[src/rtl/bsj_pkg.sv]
package bsj_pkg;

   localparam int STREAM_DATA = 0;
   localparam int STREAM_ECC  = 1;
   localparam int NUM_STREAMS = 2;

   typedef struct packed {
      logic erased;
      logic uncorr;
      logic force_ones;
   } verdict_t;

endpackage

[src/rtl/bsj_position_track.sv]
module bsj_position_track #(
   parameter int DATA_BYTES = 512,
   parameter int ECC_BYTES  = 13
) (
   input  logic clk,
   input  logic rst_n,
   input  logic start_i,
   input  logic valid_i,
   output logic is_ecc_o
);
   localparam int TOTAL = DATA_BYTES + ECC_BYTES;
   localparam int POS_W = $clog2(TOTAL + 1);

   logic [POS_W-1:0] idx_q;
   logic [POS_W-1:0] cur_idx;
   logic [POS_W-1:0] idx_next;

   // the start cycle's byte sits at position zero of the new sector
   always_comb begin
      cur_idx  = start_i ? '0 : idx_q;
      is_ecc_o = (cur_idx >= POS_W'(DATA_BYTES));
      idx_next = cur_idx;
      if (valid_i && (cur_idx != POS_W'(TOTAL))) begin
         idx_next = cur_idx + 1'b1;
      end
   end

   always_ff @(posedge clk or negedge rst_n) begin
      if (!rst_n) begin
         idx_q <= '0;
      end else begin
         idx_q <= idx_next;
      end
   end

endmodule

[src/rtl/bsj_zero_tally.sv]
module bsj_zero_tally #(
   parameter int BYTE_W   = 8,
   parameter int LIMIT    = 8,
   parameter int CNT_W    = 5,
   parameter int POP_TREE = 0
) (
   input  logic              clk,
   input  logic              rst_n,
   input  logic              clr_i,
   input  logic              en_i,
   input  logic [BYTE_W-1:0] byte_i,
   output logic [CNT_W-1:0]  cnt_next_o
);
   localparam int POP_W = $clog2(BYTE_W + 1);

   if ((POP_TREE != 0) && ((BYTE_W % 4) != 0)) begin : g_bad_tree
      $error("nibble popcount needs BYTE_W to be a multiple of 4");
   end

   logic [POP_W-1:0] zeros;

   if (POP_TREE != 0) begin : g_tree
      localparam int NIBS = BYTE_W / 4;
      logic [2:0] nib_z [NIBS];
      for (genvar n = 0; n < NIBS; n++) begin : g_nib
         assign nib_z[n] = 3'(~byte_i[4*n])   + 3'(~byte_i[4*n+1]) +
                           3'(~byte_i[4*n+2]) + 3'(~byte_i[4*n+3]);
      end
      always_comb begin
         zeros = '0;
         for (int n = 0; n < NIBS; n++) begin
            zeros = zeros + POP_W'(nib_z[n]);
         end
      end
   end else begin : g_flat
      always_comb begin
         zeros = '0;
         for (int b = 0; b < BYTE_W; b++) begin
            zeros = zeros + POP_W'(~byte_i[b]);
         end
      end
   end

   logic [CNT_W-1:0] cnt_q;
   logic [CNT_W-1:0] base;

   // once the count is past LIMIT it freezes; max value LIMIT + BYTE_W
   always_comb begin
      base       = clr_i ? '0 : cnt_q;
      cnt_next_o = base;
      if (en_i && (base <= CNT_W'(LIMIT))) begin
         cnt_next_o = base + CNT_W'(zeros);
      end
   end

   always_ff @(posedge clk or negedge rst_n) begin
      if (!rst_n) begin
         cnt_q <= '0;
      end else begin
         cnt_q <= cnt_next_o;
      end
   end

endmodule

[src/rtl/bsj_verdict.sv]
module bsj_verdict
   import bsj_pkg::*;
#(
   parameter int LIMIT = 8,
   parameter int CNT_W = 5
) (
   input  logic             clk,
   input  logic             rst_n,
   input  logic             fire_i,
   input  logic [CNT_W-1:0] data_cnt_i,
   input  logic [CNT_W-1:0] ecc_cnt_i,
   output logic             done_o,
   output verdict_t         verdict_o,
   output logic [CNT_W-1:0] flips_o
);
   logic [CNT_W:0] total;
   logic           blank;
   verdict_t       next_v;

   always_comb begin
      total             = {1'b0, data_cnt_i} + {1'b0, ecc_cnt_i};
      blank             = (total <= (CNT_W + 1)'(LIMIT));
      next_v.erased     = blank;
      next_v.uncorr     = !blank;
      next_v.force_ones = blank && (data_cnt_i != '0);
   end

   always_ff @(posedge clk or negedge rst_n) begin
      if (!rst_n) begin
         done_o    <= 1'b0;
         verdict_o <= '0;
         flips_o   <= '0;
      end else begin
         done_o <= fire_i;
         if (fire_i) begin
            verdict_o <= next_v;
            flips_o   <= blank ? data_cnt_i : '0;
         end
      end
   end

endmodule

[src/rtl/blank_sector_judge.sv]
module blank_sector_judge
   import bsj_pkg::*;
#(
   parameter int BYTE_W     = 8,
   parameter int DATA_BYTES = 512,
   parameter int ECC_BYTES  = 13,
   parameter int LIMIT      = 8,
   parameter int POP_TREE   = 0,
   parameter int CNT_W      = $clog2(LIMIT + BYTE_W + 1)
) (
   input  logic              clk,
   input  logic              rst_n,
   input  logic              start_i,
   input  logic              in_valid_i,
   input  logic [BYTE_W-1:0] in_byte_i,
   input  logic              in_ecc_last_i,
   output logic              done_o,
   output logic              erased_o,
   output logic              uncorrectable_o,
   output logic              force_ones_o,
   output logic [CNT_W-1:0]  flip_count_o
);
   localparam int MIN_CNT_W = $clog2(LIMIT + BYTE_W + 1);

   if (CNT_W < MIN_CNT_W) begin : g_bad_cnt
      $error("CNT_W too narrow for LIMIT + BYTE_W");
   end
   if (LIMIT < 1) begin : g_bad_limit
      $error("LIMIT must be at least 1");
   end
   if ((DATA_BYTES < 1) || (ECC_BYTES < 1)) begin : g_bad_len
      $error("sector needs data and ECC bytes");
   end

   logic             is_ecc;
   logic [CNT_W-1:0] cnt_next [NUM_STREAMS];
   verdict_t         verdict;

   bsj_position_track #(
      .DATA_BYTES (DATA_BYTES),
      .ECC_BYTES  (ECC_BYTES)
   ) pos_i (
      .clk      (clk),
      .rst_n    (rst_n),
      .start_i  (start_i),
      .valid_i  (in_valid_i),
      .is_ecc_o (is_ecc)
   );

   for (genvar s = 0; s < NUM_STREAMS; s++) begin : g_stream
      logic take;
      assign take = in_valid_i && (is_ecc == (s == STREAM_ECC));
      bsj_zero_tally #(
         .BYTE_W   (BYTE_W),
         .LIMIT    (LIMIT),
         .CNT_W    (CNT_W),
         .POP_TREE (POP_TREE)
      ) tally_i (
         .clk        (clk),
         .rst_n      (rst_n),
         .clr_i      (start_i),
         .en_i       (take),
         .byte_i     (in_byte_i),
         .cnt_next_o (cnt_next[s])
      );
   end

   bsj_verdict #(
      .LIMIT (LIMIT),
      .CNT_W (CNT_W)
   ) verdict_i (
      .clk        (clk),
      .rst_n      (rst_n),
      .fire_i     (in_valid_i && in_ecc_last_i),
      .data_cnt_i (cnt_next[STREAM_DATA]),
      .ecc_cnt_i  (cnt_next[STREAM_ECC]),
      .done_o     (done_o),
      .verdict_o  (verdict),
      .flips_o    (flip_count_o)
   );

   assign erased_o        = verdict.erased;
   assign uncorrectable_o = verdict.uncorr;
   assign force_ones_o    = verdict.force_ones;

endmodule

[config.mk]
export PLATFORM = sky130hd
export DESIGN_NAME = blank_sector_judge
export DESIGN_NICKNAME = d
export VERILOG_FILES = /design/src/rtl/bsj_pkg.sv /design/src/rtl/bsj_position_track.sv /design/src/rtl/bsj_zero_tally.sv /design/src/rtl/bsj_verdict.sv /design/src/rtl/blank_sector_judge.sv
export SDC_FILE = /design/constraint.sdc
export NUM_CORES = 1
export LEC_CHECK = 0
export BUFFER_PORTS_ARGS = -buffer_cell sky130_fd_sc_hd__buf_2
export CAP_MARGIN = 10
export CORE_AREA = 8 8 96 98
export DETAILED_ROUTE_END_ITERATION = 10
export DIE_AREA = 0 0 104 106
export PLACE_DENSITY = 0.54
export REMOVE_ABC_BUFFERS = 1
export SYNTH_ARGS = -nofsm -noshare
export SYNTH_HDL_FRONTEND = slang
export SYNTH_HIERARCHICAL = 1
export SYNTH_SLANG_ARGS = --single-unit
[constraint.sdc]
create_clock -name clk -period 4 [get_ports clk]
set_clock_uncertainty 0.1 [all_clocks]
set_input_delay 0.8 -clock clk [delete_from_list [all_inputs] [get_ports clk]]
set_output_delay 0.8 -clock clk [all_outputs]
set_load 0.005 [all_outputs]
# After elaboration in Yosys (flattened, before gate mapping)
# Index checks and enable logic that the tools add are counted.
[classes] n_lt_le_gt_ge=4 n_reduce_logical=9 eq_ne=1 bitwise_logic=9 muxes=7 add_sub_neg=11
[ops] operator="1-bit inverter with 4-bit output" count=8
[ops] operator="4-bit adder" count=7
[ops] operator="5-bit 2-to-1 mux" count=5
[ops] operator="10-bit 2-to-1 mux" count=2
[ops] operator="10-bit by 1-bit adder with 10-bit output (second input constant)" count=1
[ops] operator="5-bit by 4-bit adder with 5-bit output" count=2
[ops] operator="10-bit >= comparator (second input constant)" count=1
[ops] operator="5-bit by 4-bit less-or-equal comparator with 1-bit output (second input constant)" count=2
[ops] operator="10-bit != test (second input constant)" count=1
[ops] operator="1-bit logical AND" count=7
[ops] operator="5-bit by 5-bit adder with 6-bit output" count=1
[ops] operator="6-bit by 4-bit less-or-equal comparator with 1-bit output (second input constant)" count=1
[ops] operator="5-bit nonzero test" count=1
[ops] operator="1-bit zero test" count=1
[ops] operator="1-bit inverter" count=1
[word_totals] word_cells=49 in_bits=13 regBits=29

# Logic depth before layout (Yosys ltp)
# Gate-level depths: netlist of the first run.
[logic_depth] ltp_word=13 ltp_mapped=18 depth_no_buf=17

# Modules after synthesis
# Netlist of the first run, hierarchy kept.
[modules_own_cells] module="bsj_zero_tally" area_each_um2=536.8 cells_each=49 n_inst=2 seq_area_each_um2=125.1
[modules_own_cells] module="bsj_verdict" area_each_um2=625.6 cells_each=64 n_inst=1 seq_area_each_um2=225.2
[modules_own_cells] module="bsj_position_track" area_each_um2=581.8 cells_each=59 n_inst=1 seq_area_each_um2=250.2
[modules_own_cells] module="blank_sector_judge" area_each_um2=22.5 cells_each=3 n_inst=1 seq_area_each_um2=0.0

# Least setup slack after synthesis of the first run
# OpenSTA, ideal clock, no wires.
[synth_path] path_kind="input to register" start="input in_byte_i[1]" end="register verdict_i/verdict_o[0] (netlist name)" path_slack_ps=-1550 t_arrival_ps=5350 stages=13 path_cell_list="fa_1 > inv_1 > fa_1 > fa_1 > ha_1 > fa_1 > fa_1 > mux2_1 > fa_1 > xor2_1 > a2111oi_4 > o22ai_1 > o32ai_1"
[synth_lines] element="start: declaration" line="blank_sector_judge.sv:15" rtl="input logic [BYTE_W-1:0] in_byte_i,"
[synth_lines] element="end signal: assignment" line="bsj_verdict.sv:36" rtl="verdict_o <= next_v;"
[synth_lines] element="end: declaration" line="bsj_verdict.sv:13" rtl="output verdict_t verdict_o,"

==> results of run 1 <==
cell type report:
| type | instances | area (um^2) |
|---|---|---|
| fillers | 779 | 4670 |
| clock inverters | 2 | 37.5 |
| inverters | 21 | 78.8 |
| clock buffers | 6 | 82.6 |
| multi-input cells | 171 | 1750 |
| well taps | 105 | 131 |
| flip-flops and latches | 29 | 726 |
| repair buffers | 51 | 368 |
cell usage after synthesis (all sizes together) (4+ instances only):
library cell / count
a211oi: 4
a21oi: 14
dfrtp: 29
fa: 11
ha: 22
inv: 21
mux2: 8
nand2: 19
nand2b: 4
nand3: 11
nor2: 5
nor2b: 14
o21ai: 5
o311ai: 5
o31ai: 4
xor2: 7
flip-flops by register name (all words and copies together), names as in the netlist:
signal and cells:
verdict_i/verdict_o 3, pos_i/idx_q 10, g_stream.tally_i/cnt_q 10, verdict_i/done_o 1
verdict_i/flips_o 5
what timing repair did:
action | 4_1_cts | 5_1_grt
pin swaps | 33 | 15
gates resized for setup | 34 | 28
setup endpoints to repair | 16 | 16
buffers inserted | 2 | 3
worst max-delay path by stage:
stage                             from                                  to
after floorplan           in_byte_i[1]  verdict_i/verdict_o[0]$_DFFE_PN0P_
after global placement    in_byte_i[1]    verdict_i/flips_o[1]$_DFFE_PN0P_
after detailed placement  in_byte_i[1]    verdict_i/flips_o[1]$_DFFE_PN0P_
after CTS                 in_byte_i[3]  verdict_i/verdict_o[1]$_DFFE_PN0P_
after global routing      in_byte_i[1]    verdict_i/flips_o[0]$_DFFE_PN0P_
final                     in_byte_i[1]  verdict_i/verdict_o[1]$_DFFE_PN0P_
metal layers:
metal | global-route usage (%) | vias to the layer above | part of all wire (%)
met3 | 1.94 | 9 | 1.8
met1 | 13.1 | 918 | 49
li1 | - | 922 | -
met5 | 0 | - | 0
met2 | 16.8 | 24 | 48
met4 | 4.14 | 0 | 1.9
worst max-delay path: cells and delay by family:
family	cells	cell delay (ns)
adders and majority gates	7	3.13
AOI/OAI and AO/OA	2	0.47
buffers and inverters	3	0.33
muxes	1	0.31
and+or+nand+nor	2	0.31
metrics by stage:
step / util, % / std cells
CTS: 38.4 / 382
floorplan: - / 221
finish: 40.5 / 385
global route: 40.5 / 385
detailed placement: 34.6 / 372
global placement: 34.6 / 372
layout by cell type (no fill, tap or decap), types with 6 or more instances in the layout:
cell type / count
fa_1: 8
a21oi_1: 10
ha_4: 6
ha_1: 14
dfrtp_1: 29
nand3_2: 8
buf_2: 18
buf_6: 6
nor2b_1: 12
nand2_1: 16
clkbuf_8: 6
buf_4: 26
inv_1: 20
logic make-up after synthesis:
family / Yosys count / synth area share, %
AND/OR/NAND/NOR: 73 / 18.4
AO/OA/AOI/OAI: 47 / 16.8
adder cells (fa/ha/maj): 33 / 21.5
flip-flops: 29 / 31.5
buffers and inverters: 24 / 4.02
XOR/XNOR: 10 / 3.80
multiplexers: 8 / 3.91
power breakdown:
part	switching [uW]	internal (uW)	total [uW]
Sequential	37.1	349	387
Clock	124	202	327
Combinational	417	429	846
Total	578	981	1560
==> flow_metrics.py, run 1 <==
metrics = {
    "cts": {
        "cts_sinks": 29,
        "cts_tree": "done",
        "cts_root_buf": "clkbuf_8",
        "cts_hold_buffers": 0,
        "clockBufferDepth": 2,
        "htreeDepth": 2,
        "cts_made_buffers": 5,
        "clock_latency_ns": 0.28,
        "clk_pin_slew_ns": 0.07,
    },
    "setup_path": {
        "max_stage_delay_ns": 0.56,
        "r2r_start": "g_stream[1].tally_i/cnt_q[0]$_DFF_PN0_",
        "path_cells": "buf_8, fa_1, inv_2, fa_1, fa_1, ha_2, fa_2, fa_1, mux2_4, fa_2, or2_4, a2111oi_4, buf_6, nand2_2, o221a_1",
        "rr_worst_depth": 12,
        "ff2ff_setup_slack_ns": 0.79,
        "crit_fanout": 6,
        "cp.arrival_ns": 5.35,
        "start_kind": "input port",
        "r2r-end": "verdict_i/flips_o[3]$_DFFE_PN0P_",
        "critPathCaptureType": "flop",
        "path_common_cell": "fa_1",
        "critical_path_required_ns": 4.08,
        "cp_slowest_cell": "fa_2",
        "crit_type": "in -> reg",
    },
    "route": {
        "wl_per_cell_um": 14.4,
        "drc": 0,
        "first_pass_iters": 4,
        "viasPerCell": 4.86,
        "drt_wl_total_um": 5540,
        "postRouteAntennaNets": 0,
        "vias": 1873,
        "drt-initial-drc-count": 72,
    },
    "finish": {
        "antenna_cells": 0,
        "stdcell_area_um2": 3180,
        "layout-drive-gt1-share_pct": 43.2,
        "fin_nets": 325,
        "syn_to_final_growth_pct": 37.9,
    },
    "global_routing": {
        "grt_max_degree": 30,
        "grt_pass1_wl_um": 9400,
        "grt_pass1_vias": 1940,
        "grt-ovfl-total": 0,
        "antenna_found_initial": 0,
        "grt_usage_pct": 10.3,
    },
    "min_path": {
        "hold_path_class": "reg -> reg",
        "whs_endpoint": "verdict_i/flips_o[2]$_DFFE_PN0P_",
        "worstHoldStart": "verdict_i/flips_o[2]$_DFFE_PN0P_",
        "whs_path_depth": 2,
    },
    "die": {
        "die_y_um": 106,
        "io_pins": 22,
        "die_area_um2": 11000,
        "initial_utilization_pct": 29.4,
        "coreArea_um2": 7850,
        "num_rows": 33,
        "die_x_um": 104,
    },
    "flow_run": {
        "max-cap-violations": 0,
    },
    "sta": {
        "maxSlewHeadroom_pct": 55.7,
        "period_minus_slack_ns": 5.27,
        "worst_pin_slew_ns": 0.664,
        "rsz0062_at_grt": "yes",
        "fin_crit_sh_pct": 132,
        "finalMaxSlewViolations": 0,
        "tns_ns": -10.40,
        "setup_viol": 13,
        "fin_ws_ns": -1.27,
        "fmax_ghz": 0.190,
        "hold_viol_final": 0,
        "whs_ns": 0.414,
    },
    "synthesis": {
        "synth_flop_cell": "dfrtp_1",
        "post-synth-top-area-fraction_pct": 31.5,
        "syn_area_um2": 2300,
        "synth_cells": 224,
        "seq_area_frac_synth_pct": 31.5,
        "synth_cell_types": 52,
        "synth_edf_count": 0,
        "synth_area_leaders": "dfrtp_1, ha_1, fa_1",
        "synth_async_sr_flop_share_pct": 100,
        "synth_top_area_cell": "dfrtp_1",
        "synth_seq_cells": 29,
        "synth_warnings": 6,
        "syn_area_per_cell_um2": 10.3,
    },
    "run_status": {
        "status": "finished, violations left",
        "violations": "negative setup slack",
    },
    "power": {
        "p_per_area_nw_per_um2": 491,
        "p_leak_uw": 0.00141,
        "p_total_uw": 1560,
        "irDropWorstVdd_mv": 0.288,
    },
    "placed_design": {
        "io_buffers": 21,
        "pre_cts_ws_ns": -1.79,
        "dpl.hpwl_um": 4060,
        "placed_area_um2": 2710,
        "finalWeightedCongestion": 0.798,
    },
}
Note: power is estimated with default switching activity, not from simulation.
==> run 2, diff against run 1 <==
--- a/config.mk
+++ b/config.mk
@@ -5,12 +5,13 @@
 export SDC_FILE = /design/constraint.sdc
 export NUM_CORES = 1
 export LEC_CHECK = 0
+export ABC_AREA = 1
 export BUFFER_PORTS_ARGS = -buffer_cell sky130_fd_sc_hd__buf_2
 export CAP_MARGIN = 10
-export CORE_AREA = 8 8 96 98
+export CORE_AREA = 8 8 99 101
 export DETAILED_ROUTE_END_ITERATION = 10
-export DIE_AREA = 0 0 104 106
-export PLACE_DENSITY = 0.54
+export DIE_AREA = 0 0 107 109
+export PLACE_DENSITY = 0.55
 export REMOVE_ABC_BUFFERS = 1
 export SYNTH_ARGS = -nofsm -noshare
 export SYNTH_HDL_FRONTEND = slang
==> run 2 against run 1 <==
Net effect:
- the flow still finishes with violations (negative setup slack)
- critical path depth is 4 higher
- utilization decreased by 1.5 points
- area after synthesis up 8.7%
- clock power is 11% lower
- first-iteration DRC count increased by 1.4%
- sequential cell count is the same
- worst hold slack got worse by 0.033 ns
- final area grew 2.8%
- register-to-register slack improved by 0.58 ns
- non-clock buffer count fell by 9
- largest power group unchanged
==> flow_metrics.py, run 2 <==
metrics = {
    "setup_path": {
        "path_common_cell": "fa_1",
        "cp_slowest_cell": "fa_1",
        "path_cells": "buf_8, fa_1, inv_2, fa_1, fa_1, ha_4, fa_2, fa_2, a21oi_2, nor2_1, nor2_1, o21ai_2, ha_4, buf_6, nand3_4, nand2_4, nor2_8, nand3_2, nand2_1",
        "critical_path_required_ns": 4.11,
        "crit_fanout": 8,
        "max_stage_delay_ns": 0.56,
        "r2r_start": "g_stream[1].tally_i/cnt_q[0]$_DFF_PN0_",
        "critPathCaptureType": "flop",
        "cp.arrival_ns": 4.86,
        "critPathTopFamily": "adder cells",
        "cp_num_buf_inv": 3,
        "cp-startpoint": "in_byte_i[3]",
        "crit_type": "in -> reg",
        "start_kind": "input port",
    },
    "sta": {
        "fin_ws_ns": -0.756,
        "fin_crit_sh_pct": 119,
        "maxSlewHeadroom_pct": 57.1,
        "hold_viol_final": 0,
        "fmax_ghz": 0.210,
        "worst_pin_slew_ns": 0.643,
        "finalMaxSlewViolations": 0,
        "setup_viol": 10,
        "period_minus_slack_ns": 4.76,
        "rsz0062_at_grt": "yes",
    },
    "finish": {
        "final_common_cell": "nand2_1",
        "layout-drive-gt1-share_pct": 34.9,
        "stdcell_count": 486,
        "syn_to_final_growth_pct": 30.5,
        "fillers": 853,
        "largestRegisters": "g_stream.tally_i/cnt_q x10, pos_i/idx_q x10, verdict_i/flips_o x5",
        "fin_nets": 424,
        "antenna_cells": 0,
        "mostFrequentLayoutCells": "nand2_1, inv_1, dfrtp_1",
    },
    "synthesis": {
        "synth_cells": 329,
        "synth_warnings": 6,
        "synth_flop_cell": "dfrtp_1",
        "synth_common_cells": "nand2_1, inv_1, dfrtp_1",
        "synth_seq_cells": 29,
        "syn_area_per_cell_um2": 7.61,
        "synth_async_sr_flop_share_pct": 100,
        "synth_area_leaders": "dfrtp_1, nand2_1, ha_1",
        "seq_area_frac_synth_pct": 29.0,
        "synth_edf_count": 0,
        "yosysMostFrequentCell": "nand2_1",
        "post-synth-top-area-fraction_pct": 29.0,
        "synth_top_area_cell": "dfrtp_1",
        "synth_cell_types": 27,
        "syn_area_um2": 2500,
    },
    "die": {
        "io_pins": 22,
        "num_rows": 34,
        "die_area_um2": 11700,
        "coreArea_um2": 8380,
        "die_x_um": 107,
        "die_y_um": 109,
        "initial_utilization_pct": 29.9,
    },
    "route": {
        "drt_wl_total_um": 5680,
        "postRouteAntennaNets": 0,
        "vias": 2169,
        "drc": 0,
        "drt-initial-drc-count": 73,
        "viasPerCell": 4.46,
        "wl_per_cell_um": 11.7,
        "first_pass_iters": 4,
    },
    "flow_run": {
        "max-cap-violations": 0,
    },
    "power": {
        "p_leak_uw": 0.00175,
        "power_switching_share_pct": 37.4,
        "irDropWorstVdd_mv": 0.153,
        "p_per_area_nw_per_um2": 416,
        "internal_power_uw": 851,
        "clockPowerShare_pct": 21.4,
        "pwr-share-seq_pct": 27.2,
        "p_sw_uw": 508,
        "p_comb_share_pct": 51.4,
    },
    "placed_design": {
        "io_buffers": 21,
        "finalWeightedCongestion": 0.773,
        "post-place-cells": 470,
        "pre_cts_ws_ns": -1.25,
        "dpl.hpwl_um": 4240,
    },
    "cts": {
        "cts_root_buf": "clkbuf_8",
        "cts_tree": "done",
        "clk_pin_slew_ns": 0.06,
        "clock_latency_ns": 0.27,
        "cts_sinks": 29,
        "clockBufferDepth": 2,
        "htreeDepth": 2,
        "cts_made_buffers": 5,
    },
    "global_routing": {
        "grt_usage_pct": 10.4,
        "antenna_found_initial": 0,
        "grt_max_degree": 30,
        "grt-ovfl-total": 0,
        "grt_pass1_vias": 2344,
        "grt_pass1_wl_um": 10200,
    },
    "min_path": {
        "hold_path_class": "reg -> reg",
        "worstHoldStart": "verdict_i/flips_o[0]$_DFFE_PN0P_",
    },
    "run_status": {
        "status": "finished, violations left",
        "violations": "negative setup slack",
    },
}
run 2: changes by cell type after synthesis, moves of 6 or more:
cell     before  now
inv_1        21   53
nor2b_1      12    0
nand2_1      19  113
a21oi_1      13    5
mux2_1        7    0
nor2_1        5   20
nor2_2        0    6
nand2_2       0    8
nand3_1       9   23
run 2: worst paths after layout:
| path | to | slack [ns] | depth (start not counted) |
|---|---|---|---|
| max | verdict_i/verdict_o[0]$_DFFE_PN0P_ | -0.76 | 19 |
| min | verdict_i/flips_o[0]$_DFFE_PN0P_ | 0.38 | 2 |
| max reg2reg | verdict_i/verdict_o[0]$_DFFE_PN0P_ | 1.37 | 15 |
| min reg2reg | verdict_i/flips_o[0]$_DFFE_PN0P_ | 0.38 | 2 |
| max in group asynchronous | pos_i/idx_q[7]$_DFF_PN0_ | 2.93 | 1 |
| min in group asynchronous | pos_i/idx_q[6]$_DFF_PN0_ | 0.44 | 1 |
run 2: worst reg2reg max path: stages, from the launching register on:
cell     delay, ns
dfrtp_1       0.36
nand2_1       0.09
inv_1         0.06
ha_1          0.22
fa_2          0.38
a21oi_2       0.16
nor2_1        0.06
nor2_1        0.15
o21ai_2       0.11
ha_4          0.28
buf_6         0.12
nand3_4       0.08
nand2_4       0.07
nor2_8        0.16
nand3_2       0.08
nand2_1       0.08
run 2: final cells by class:
type / count / area (um^2) / area share (%)
clock inverters: 2 / 35.0 / 1.07
inverters: 57 / 214 / 6.55
clock buffers: 5 / 68.8 / 2.11
repair buffers: 42 / 287 / 8.77
multi-input cells: 243 / 1800 / 55.2
well taps: 108 / 135 / 4.14
flip-flops and latches: 29 / 726 / 22.2
run 2: per-stage QoR:
| step | util, % | cell area (um^2) | hold slack (ns) | power, uW | setup TNS [ns] |
|---|---|---|---|---|---|
| 5_1_grt | 39.0 | 3270 | 0.411 | 1460 | -7.30 |
| 3_3_place_gp | 33.8 | 2830 | 0.363 | 879 | -12.13 |
| 6_report | 39.0 | 3270 | 0.381 | 1360 | -5.93 |
| 3_5_place_dp | 33.8 | 2830 | 0.372 | 889 | -12.44 |
| 4_1_cts | 37.4 | 3130 | 0.390 | 1290 | -5.91 |
| 2_1_floorplan | - | 2500 | 0.364 | 708 | -7.17 |
run 2: timing repair:
| item | CTS | global route |
|---|---|---|
| setup buffers | 7 | 3 |
| gates cloned | 0 | 0 |
| hold buffers | 0 | 0 |
| endpoints found under the setup margin | 13 | 14 |
| pin swaps | 42 | 26 |
| resized for setup | 37 | 21 |
run 2: metal layers:
| metal | vias up | routed length, um | track usage (%) |
|---|---|---|---|
| li1 | 1102 | - | - |
| met1 | 1042 | 2470 | 12.5 |
| met2 | 21 | 3050 | 19.3 |
| met3 | 4 | 143 | 1.89 |
| met4 | 0 | 18 | 1.51 |
| met5 | - | 0 | 0 |
run 2: logic make-up (layout without fill, tap and decap cells):
| logic type | count (synthesis) | count (layout) | share of synthesized area (%) |
|---|---|---|---|
| buffers and inverters | 57 | 106 | 8.55 |
| XOR/XNOR | 8 | 8 | 2.80 |
| AND/OR/NAND/NOR | 186 | 186 | 35.0 |
| adder cells (fa/ha/maj) | 33 | 33 | 19.8 |
| flip-flops | 29 | 29 | 29.0 |
| AO/OA/AOI/OAI | 16 | 16 | 4.85 |
run 2: power by group through the flow:
stage	sequential [uW]	combinational [uW]	clock (uW)
after CTS	371	623	297
after global routing	376	780	308
after global placement	374	505	0
after detailed placement	377	512	0
final	370	698	291
after floorplan	374	333	0
